### src/rtl/seg_chk_pkg.sv
// Package: shared fault encoding for the segment access checker.
// Assumes a 2-bit fault code; order of values is part of the interface.
package seg_chk_pkg;
    typedef enum logic [1:0] {
        FLT_NONE    = 2'd0,
        FLT_ABSENT  = 2'd1,
        FLT_PROT    = 2'd2,
        FLT_LIMIT   = 2'd3
    } seg_fault_e;
endpackage

### src/rtl/seg_lvl_check.sv
// Module: privilege and write-permission check.
// Works out the effective level as the larger of the current level and the
// requester level, and flags a protection violation. Purely combinational.
module seg_lvl_check #(
    parameter int LVL_W      = 2,
    parameter int TYPE_W     = 4,
    parameter int WR_BIT     = 1
) (
    input  logic [LVL_W-1:0]  cur_lvl,
    input  logic [LVL_W-1:0]  rq_lvl,
    input  logic [LVL_W-1:0]  dsc_lvl,
    input  logic [TYPE_W-1:0] dsc_type,
    input  logic              is_write,
    output logic              prot_err
);
    logic [LVL_W-1:0] eff_lvl;

    // Pick the weaker (numerically larger) level, then compare and check writes.
    always_comb begin
        eff_lvl  = (cur_lvl > rq_lvl) ? cur_lvl : rq_lvl;
        prot_err = (eff_lvl > dsc_lvl) || (is_write && !dsc_type[WR_BIT]);
    end
endmodule

### src/rtl/seg_lim_check.sv
// Module: limit check with granularity scaling.
// Computes the last byte touched, without wrap-around, and compares it to the
// scaled limit. Assumes LIMIT_W + GRAN_SHIFT <= ADDR_W. Combinational.
module seg_lim_check #(
    parameter int ADDR_W     = 32,
    parameter int LIMIT_W    = 20,
    parameter int GRAN_SHIFT = 12,
    parameter int SIZE_W     = 2
) (
    input  logic [ADDR_W-1:0]  offset,
    input  logic [SIZE_W-1:0]  size_log2,
    input  logic [LIMIT_W-1:0] limit,
    input  logic               gran,
    output logic               lim_err
);
    localparam int EXT_W = ADDR_W + 1;

    logic [ADDR_W-1:0] eff_limit;
    logic [EXT_W-1:0]  span;
    logic [EXT_W-1:0]  last_byte;

    // Scale the limit, form the last byte address and compare.
    always_comb begin
        if (gran)
            eff_limit = ADDR_W'({limit, {GRAN_SHIFT{1'b1}}});
        else
            eff_limit = ADDR_W'(limit);
        span      = (EXT_W'(1) << size_log2) - EXT_W'(1);
        last_byte = {1'b0, offset} + span;
        lim_err   = last_byte > {1'b0, eff_limit};
    end
endmodule

### src/rtl/seg_access_check.sv
// Module: segment access checker top.
// Forms base+offset, ranks the faults (absent > protection > limit) and
// registers the result in one stage. Synchronous active-low reset; result
// registers hold while no request is present.
module seg_access_check
    import seg_chk_pkg::*;
#(
    parameter int ADDR_W     = 32,
    parameter int LIMIT_W    = 20,
    parameter int GRAN_SHIFT = 12,
    parameter int SEL_W      = 16,
    parameter int LVL_W      = 2,
    parameter int SIZE_W     = 2,
    parameter int TYPE_W     = 4
) (
    input  logic              clk,
    input  logic              rst_n,
    input  logic              req_valid,
    input  logic [15:0]       req_sel,
    input  logic [1:0]        cur_lvl,
    input  logic [31:0]       req_off,
    input  logic              req_write,
    input  logic [1:0]        req_size,
    input  logic [31:0]       dsc_base,
    input  logic [19:0]       dsc_limit,
    input  logic              dsc_gran,
    input  logic [1:0]        dsc_lvl,
    input  logic              dsc_present,
    input  logic [3:0]        dsc_type,
    output logic              rsp_valid,
    output logic [31:0]       rsp_lin,
    output logic [1:0]        rsp_fault
);
    localparam int WR_BIT = 1;

    logic              prot_err;
    logic              lim_err;
    logic [ADDR_W-1:0] lin_nxt;
    seg_fault_e        flt_nxt;

    seg_lvl_check #(
        .LVL_W (LVL_W),
        .TYPE_W(TYPE_W),
        .WR_BIT(WR_BIT)
    ) u_lvl (
        .cur_lvl (cur_lvl),
        .rq_lvl  (req_sel[LVL_W-1:0]),
        .dsc_lvl (dsc_lvl),
        .dsc_type(dsc_type),
        .is_write(req_write),
        .prot_err(prot_err)
    );

    seg_lim_check #(
        .ADDR_W    (ADDR_W),
        .LIMIT_W   (LIMIT_W),
        .GRAN_SHIFT(GRAN_SHIFT),
        .SIZE_W    (SIZE_W)
    ) u_lim (
        .offset   (req_off),
        .size_log2(req_size),
        .limit    (dsc_limit),
        .gran     (dsc_gran),
        .lim_err  (lim_err)
    );

    // Linear address and ranked fault for the current request.
    always_comb begin
        lin_nxt = dsc_base + req_off;
        if (!dsc_present)
            flt_nxt = FLT_ABSENT;
        else if (prot_err)
            flt_nxt = FLT_PROT;
        else if (lim_err)
            flt_nxt = FLT_LIMIT;
        else
            flt_nxt = FLT_NONE;
    end

    // Result register stage; data only loads on a request.
    always_ff @(posedge clk) begin
        if (!rst_n) begin
            rsp_valid <= 1'b0;
            rsp_lin   <= '0;
            rsp_fault <= FLT_NONE;
        end else begin
            rsp_valid <= req_valid;
            if (req_valid) begin
                rsp_lin   <= lin_nxt;
                rsp_fault <= flt_nxt;
            end
        end
    end
endmodule

### config.mk
export PLATFORM = sky130hd
export DESIGN_NAME = seg_access_check
export DESIGN_NICKNAME = d
export VERILOG_FILES = /design/src/rtl/seg_chk_pkg.sv /design/src/rtl/seg_lvl_check.sv /design/src/rtl/seg_lim_check.sv /design/src/rtl/seg_access_check.sv
export SDC_FILE = /design/constraint.sdc
export NUM_CORES = 1
export LEC_CHECK = 0
export BUFFER_PORTS_ARGS = -buffer_cell sky130_fd_sc_hd__buf_2
export CORE_UTILIZATION = 56
export CTS_BUF_LIST = sky130_fd_sc_hd__clkbuf_4 sky130_fd_sc_hd__clkbuf_8
export DETAILED_ROUTE_END_ITERATION = 7
export GPL_TIMING_DRIVEN = 0
export PLACE_DENSITY = 0.9
export SLEW_MARGIN = 0
export SYNTH_ARGS = -nofsm -noshare
export SYNTH_HDL_FRONTEND = slang
export SYNTH_HIERARCHICAL = 1
export SYNTH_SLANG_ARGS = --single-unit
export TNS_END_PERCENT = 50
### constraint.sdc
create_clock -name clk -period 6.85 [get_ports clk]
set_input_delay 1.7125 -clock clk [delete_from_list [all_inputs] [get_ports clk]]
set_output_delay 1.7125 -clock clk [all_outputs]
set_load 0.005 [all_outputs]
# Yosys cells after proc, flatten, opt, wreduce, memory -nomap -nowiden
# Index checks and enable logic that the tools add are counted.
# op_classes
addsub,3
magnitude_cmp,3
shifts,1
muxes,5
reduce_logical,3
# op_table
operator,count
32-bit by 33-bit adder with 33-bit output,1
33-bit by 32-bit > comparator with 1-bit output,1
1-bit by 2-bit << shifter with 33-bit output (first input constant),1
33-bit by 2-bit subtractor with 33-bit output (second input constant),1
32-bit adder,1
32-bit two-way mux,1
2-bit two-way mux,4
2-bit > comparator,2
1-bit logical AND,1
1-bit logical NOT,1
1-bit logical OR,1
# totals
register_bits,35
inputBits,116
output_inout_bits,35
wordCells,18

# Longest topological paths before layout
# Gate-level depths: netlist of run 1.
# logic_depth
depth_word,7
mapped_depth,25
depth_no_buf,25

# Modules after synthesis
# The synthesis of run 1 kept the hierarchy.
# modules_own_cells
mod,n_inst,cells_each,area_each_um2,seq_area_each_um2
seg_access_check,1,362,3022.9,700.7
seg_lim_check,1,377,2705.1,0.0
seg_lvl_check,1,19,128.9,0.0

# Least setup slack after synthesis of run 1
# Ideal clock, no wire load.
# synth_timing
path_kind,input -> register
start,in req_size[0]
end,reg rsp_fault[1]
setup_ps,125
t_arrival_ps,5604
required_ps,6725
path_slack_ps,1121
cell_stages,22
path_buffers,0
path_cell_list,nand2b_1 > ha_1 > inv_1 > ha_1 > a21oi_1 > o211ai_1 > o22ai_1 > a2bb2oi_2 > a311oi_4 > a21o_1 > a21oi_1 > xnor2_1 > ha_1 > a21o_1 > a21o_1 > a21oi_1 > nand2_1 > a2111oi_0 > a221o_1 > o21ai_0 > o211ai_1 > a21boi_0
# synth_between
elab_chain_cells,7
# synth_lines
item,line,source
start: declaration,seg_access_check.sv:23,"input logic [1:0] req_size,"
1-bit by 2-bit << shifter with 33-bit output,seg_lim_check.sv:28,span = (EXT_W'(1) << size_log2) - EXT_W'(1);
33-bit by 2-bit subtractor with 33-bit output,seg_lim_check.sv:28,
32-bit by 33-bit adder with 33-bit output,seg_lim_check.sv:29,"last_byte = {1'b0, offset} + span;"
33-bit by 32-bit > comparator with 1-bit output,seg_lim_check.sv:30,"lim_err = last_byte > {1'b0, eff_limit};"
named net lim_err,seg_access_check.sv:37,logic lim_err;
2-bit two-way mux,seg_access_check.sv:74,else if (lim_err)
2-bit two-way mux,seg_access_check.sv:72,else if (prot_err)
2-bit two-way mux,seg_access_check.sv:70,if (!dsc_present)
end signal: assignment,seg_access_check.sv:90,rsp_fault <= flt_nxt;
end: declaration,seg_access_check.sv:32,output logic [1:0] rsp_fault
# The timed path passes the listed nets, and every way through them passes these cells.
# A chain may end at the register's enable or synchronous reset.

# Worst setup path after layout of run 1
# Same ends and word-level chain as after synthesis.

==> flow_metrics.py, run 1 <==
metrics = {
    "synth": {
        "synth_top_area_cell": "ha_1",
        "yosysTopAreaCellShare_pct": 22.00,
        "synth_edf_count": 0,
        "synth-async-reset-ratio_pct": 0,
        "synthMostInstantiatedCell": "ha_1",
        "synth-seq-cells": 35,
        "yosysWarnings": 6,
        "synth_fp_nets": 979,
        "syn-cell-area_sq_um": 5857,
        "yosysSeqAreaShare_pct": 11.96,
        "synthTopCellsByArea": "ha_1 (22%), dfxtp_1 (12%), mux2i_1 (4.8%)",
        "synth_top_flop_cell": "dfxtp_1",
        "syn_avg_cell_area_sq_um": 7.727,
        "ys_types": 78,
        "synthCells": 758,
        "synth_common_cells": "ha_1 (103), inv_1 (69), nand2_1 (54)",
    },
    "detailed_routing": {
        "viasPerCell": 5.786,
        "routedWlPerCell_microns": 14.36,
        "drtPass1Iterations": 5,
        "via_count": 5983,
        "drt_iter0_drc": 259,
        "ant_nets": 0,
        "drc": 0,
        "wirelength_microns": 14850,
    },
    "setup_path": {
        "reg2reg_depth": 2,
        "crit_fanout": 4,
        "worstSetupStartpointType": "input port",
        "worstSetupPathType": "input port to flop",
        "cp.required_ns": 7.02,
        "r2r_end": "rsp_lin[24]",
        "crit_arrival_ns": 6.51,
        "cp-end-kind": "flop",
        "reg2reg_slack_ns": 6.15,
        "regToRegStartpoint": "rsp_lin[24]",
    },
    "finish": {
        "area_delta_synth_final_pct": 16.26,
        "stdcell_area_sq_um": 6809,
        "fin_nets": 1118,
        "drive_gt1_share_pct": 18.60,
        "final_util_pct": 68.40,
    },
    "run_status": {
        "outcome": "finished, final reports clean",
    },
    "place": {
        "gp_congestion": 0.9494,
        "dpl.hpwl_microns": 12730,
        "io_buffers": 132,
        "dp_slack_ns": 0.2784,
        "placed_cell_area_sq_um": 6684,
    },
    "timing": {
        "final_hold_viol_count": 0,
        "rsz0062_at_grt": "no",
        "fin_skew_ns": 0,
        "setup_violations": 0,
        "slew-limit-headroom_pct": 44.72,
        "fin_crit_sh_pct": 92.65,
        "maxSlewViolCount": 0,
        "tns_ns": 0,
        "max_freq_mhz": 157.6,
        "layout_setup_ws_ns": 0.5038,
        "min_period_ns": 6.346,
        "worst_pin_slew_ns": 0.8083,
    },
    "pwr": {
        "clock_power_share_pct": 18.9,
        "swShare_pct": 40.35,
        "power_density_nw_per_um2": 150.1,
        "ir_drop_v": 0.0001472,
        "p_leak_nw": 3.487,
        "pwr-share-seq_pct": 23.3,
        "power.internal_uw": 609.5,
        "net-switching-power_uw": 412.3,
        "p_comb_share_pct": 57.9,
    },
    "floorplanning": {
        "die_w_microns": 104.3,
        "initial_core_util_pct": 58.84,
        "die_area_sq_um": 10870,
        "coreArea_sq_um": 9955,
        "io_pins": 151,
        "die_h_microns": 104.3,
        "rows": 36,
    },
    "cts": {
        "hold_buffers": 0,
        "htree_levels": 2,
        "post-cts-setup-buffer-count": 0,
        "clk_pin_slew_ns": 0.07,
        "numCtsBuffers": 5,
        "ctsResizeCount": 0,
        "cts_max_path_buffers": 2,
        "cts_tree": "built",
        "root_buffer": "clkbuf_8",
        "clock_sinks": 35,
        "clock_latency_ns": 0.28,
    },
    "global_route": {
        "grt_first_pass_wirelength_microns": 24530,
        "grtUsageTotal_pct": 26.99,
        "overflow": 0,
        "antenna_found_initial": 2,
        "first_global_vias": 5446,
        "grt_max_degree": 12,
    },
    "worst_hold_path": {
        "holdCritStartpoint": "rsp_lin[26]",
        "whs_endpoint": "rsp_lin[26]",
        "hold_depth": 2,
        "hold_class": "flop to flop",
    },
    "run": {
        "maxCapViolations": 0,
    },
}
[power groups by stage]
stage	combinational [mW]	sequential, mW	clock [mW]
final	0.591	0.238	0.193
after global routing	0.663	0.240	0.200
after CTS	0.585	0.238	0.193
after detailed placement	0.581	0.242	0
after global placement	0.567	0.242	0
after floorplan	0.423	0.244	0
[per-layer routing]
layer  GRT usage [%]  part of all wire, %  vias up  wire length (microns)
met4           8.265                  2.8        0                    410
met2           47.82                   47      194                   7020
met5               0                    0        -                      0
met3           1.629                  4.4       32                    649
li1                -                    -     3059                      -
met1           34.81                   46     2698                   6772
[critical path, cell delays in order]
cell	delay, ns
buf_2	0.12
nand2b_1	0.14
ha_1	0.31
inv_1	0.05
ha_1	0.28
a21oi_1	0.20
o211ai_1	0.20
o22ai_1	0.45
a2bb2oi_2	0.26
a311oi_4	0.17
a21o_1	0.20
a21oi_1	0.17
xnor2_1	0.16
ha_1	0.27
a21o_1	0.18
a21o_1	0.16
a21oi_1	0.22
nand2_1	0.07
a2111oi_0	0.42
a221o_1	0.19
o21ai_0	0.22
o211ai_1	0.24
a21boi_0	0.11
[state kept, by name, summed over array words and instances, names as in the netlist]
register	count
rsp_lin	32
rsp_fault	2
rsp_valid	1
[worst max path at each step]
| stage | depth (start not counted) | endpoint | slack (ns) | startpoint |
|---|---|---|---|---|
| floorplan | 22 | rsp_fault[1] | 1.12 | req_size[0] |
| global placement | 23 | rsp_fault[1] | 0.35 | req_size[0] |
| detailed placement | 23 | rsp_fault[1] | 0.28 | req_size[0] |
| CTS | 23 | rsp_fault[1] | 0.57 | req_size[0] |
| global route | 23 | rsp_fault[1] | 0.07 | req_size[0] |
| finish | 23 | rsp_fault[1] | 0.50 | req_size[0] |
[metrics by stage]
step | total power, mW | hold slack (ns) | std cells
after floorplan | 0.6667 | 0.4416 | 758
after global placement | 0.8092 | 0.4324 | 1023
after detailed placement | 0.8231 | 0.4436 | 1023
after CTS | 1.016 | 0.4542 | 1031
after global routing | 1.103 | 0.4665 | 1033
final | 1.022 | 0.4514 | 1034
[final cells by class]
type	count	area [sq um]
Multi-Input combinational cell	630	4801
Fill cell	862	3146
Sequential cell	35	700.7
Timing Repair Buffer	132	660.6
Inverter	69	259.0
Tap cell	133	166.4
Buffer	24	96.34
Clock buffer	6	82.58
Clock inverter	2	35.03
Antenna cell	3	7.507
[cell families (layout without fill, tap and decap cells)]
kind of cell,after synthesis,in the layout,share of synthesized area (%)
flip-flops,35,35,11.96
XOR/XNOR,50,50,7.477
other,0,3,0
adder cells (fa/ha/maj),105,105,22.69
AND/OR/NAND/NOR,221,221,19.06
buffers and inverters,93,233,6.067
multiplexers,28,28,4.785
AO/OA/AOI/OAI,226,226,27.96
[placed cells by master (no fill, tap or decap), drive strengths merged, types with 25 or more instances in the layout]
master,netlist,layout
nor2,47,47
dfxtp,35,35
ha,103,103
a21o,37,37
o21ai,45,45
nor2b,28,28
clkbuf,19,25
inv,69,69
mux2i,28,28
buf,5,137
nand2,55,55
xnor2,31,31
a21oi,53,53
Power figures use the tool's default switching activity.
==> inputs of run 2 (changes only) <==
- CORE_UTILIZATION: 56 -> 53
- PLACE_DENSITY: 0.9 -> 0.86
- SKIP_LAST_GASP: unset -> 1
==> flow_metrics.py, run 2 (same netlist as run 1, synthesis figures left out) <==
metrics = {
    "run_status": {
        "outcome": "finished, final reports clean",
    },
    "timing": {
        "fin_crit_sh_pct": 92.85,
        "fin_skew_ns": 0,
        "setup_violations": 0,
        "maxSlewViolCount": 0,
        "rsz0062_at_grt": "no",
        "slew-limit-headroom_pct": 49.19,
        "worst_pin_slew_ns": 0.7429,
        "min_period_ns": 6.361,
        "layout_setup_ws_ns": 0.4895,
        "max_freq_mhz": 157.2,
        "tns_ns": 0,
        "final_hold_viol_count": 0,
    },
    "finish": {
        "fill_cells": 1016,
        "multi_input_area_sq_um": 4801,
        "area_delta_synth_final_pct": 16.17,
        "reg_top3": "rsp_lin x32, rsp_fault x2, rsp_valid x1",
        "layout_common_cells": "buf_2 (134), ha_1 (103), inv_1 (69)",
        "largest-register": "rsp_lin",
        "final_cell_count_no_fill": 1041,
        "largest_reg_flops": 32,
        "fin_nets": 1118,
        "final_common_cell": "buf_2",
        "drive_gt1_share_pct": 18.60,
        "regArea_sq_um": 700.7,
    },
    "global_route": {
        "first_global_vias": 5414,
        "overflow": 0,
        "grtUsageTotal_pct": 25.80,
        "grt_max_degree": 11,
        "antenna_found_initial": 3,
        "grt_first_pass_wirelength_microns": 24210,
    },
    "floorplanning": {
        "die_area_sq_um": 11470,
        "coreArea_sq_um": 10790,
        "initial_core_util_pct": 54.27,
        "die_h_microns": 107.1,
        "io_pins": 151,
        "die_w_microns": 107.1,
        "rows": 38,
    },
    "cts": {
        "clock_latency_ns": 0.28,
        "post-cts-setup-buffer-count": 0,
        "clock_sinks": 35,
        "cts_tree": "built",
        "clk_pin_slew_ns": 0.06,
        "root_buffer": "clkbuf_8",
        "ctsResizeCount": 0,
        "numCtsBuffers": 5,
        "hold_buffers": 0,
        "htree_levels": 2,
        "cts_max_path_buffers": 2,
    },
    "detailed_routing": {
        "drc": 0,
        "routedWlPerCell_microns": 14.31,
        "ant_nets": 0,
        "drt_iter0_drc": 338,
        "wirelength_microns": 14890,
        "drtPass1Iterations": 5,
        "via_count": 6020,
        "viasPerCell": 5.783,
    },
    "worst_hold_path": {
        "hold_class": "flop to flop",
        "hold_depth": 2,
    },
    "setup_path": {
        "crit_fanout": 4,
        "crit_arrival_ns": 6.53,
        "worstSetupPathType": "input port to flop",
        "worstSetupStartpointType": "input port",
        "cp.required_ns": 7.02,
        "cp-end-kind": "flop",
        "reg2reg_depth": 2,
    },
    "place": {
        "dp_slack_ns": 0.2931,
        "gp_congestion": 0.9326,
        "dpl.hpwl_microns": 12780,
        "io_buffers": 132,
        "place_inst": 1030,
    },
    "pwr": {
        "power_density_nw_per_um2": 145.9,
        "p_total_uw": 992.6,
        "p_leak_nw": 3.481,
        "ir_drop_v": 0.0001465,
    },
    "run": {
        "maxCapViolations": 0,
    },
}
==> run 2: routing by layer <==
layer	GRT usage, %	vias to the layer above	wire (microns)
li1	-	3061	-
met1	32.72	2718	6820
met2	44.19	201	6780
met3	1.581	40	717
met4	12.72	0	574
met5	0	-	0
==> run 2: report_power, final <==
part	leakage [nW]	total, mW	internal, mW	switching [mW]
logic	3.14	0.589	0.265	0.323
clock network	0.0549	0.166	0.0956	0.0700
registers	0.289	0.238	0.227	0.0119
==> run 2: layout make-up <==
cell class                 count  share of cell area [%]
multi-input combinational    630                   70.56
sequential                    35                   10.30
timing repair buffer         132                   9.709
inverter                      69                   3.807
tap                          140                   2.574
clock buffer                   8                   1.526
buffer                        24                   1.416
antenna                        3                  0.1103
==> run 2: path summary, 6_finish.rpt <==
path                                   from      endpoint  slack, ns
worst min-delay path            rsp_lin[26]   rsp_lin[26]       0.44
worst max register to register  rsp_lin[29]   rsp_lin[29]       6.13
worst min register to register  rsp_lin[26]   rsp_lin[26]       0.44
worst max-delay path            req_size[0]  rsp_fault[1]       0.49
==> run 2: worst max-delay path: stages <==
cell       delay (ns)
buf_2            0.11
nand2b_1         0.15
ha_1             0.33
inv_1            0.05
ha_1             0.28
a21oi_1          0.21
o211ai_1         0.20
o22ai_1          0.44
a2bb2oi_2        0.26
a311oi_4         0.17
a21o_1           0.21
a21oi_1          0.17
xnor2_1          0.16
ha_1             0.27
a21o_1           0.18
a21o_1           0.17
a21oi_1          0.19
nand2_1          0.07
a2111oi_0        0.42
a221o_1          0.18
o21ai_0          0.23
o211ai_1         0.25
a21boi_0         0.10
==> run 2: through the flow <==
stage | utilization, % | hold WS [ns] | cell area (sq um)
6_report | 63.04 | 0.4446 | 6804
2_1_floorplan | - | 0.4416 | 5857
3_5_place_dp | 62.01 | 0.4382 | 6693
5_1_grt | 63.04 | 0.4825 | 6804
4_1_cts | 62.97 | 0.4472 | 6797
3_3_place_gp | 62.01 | 0.4350 | 6693
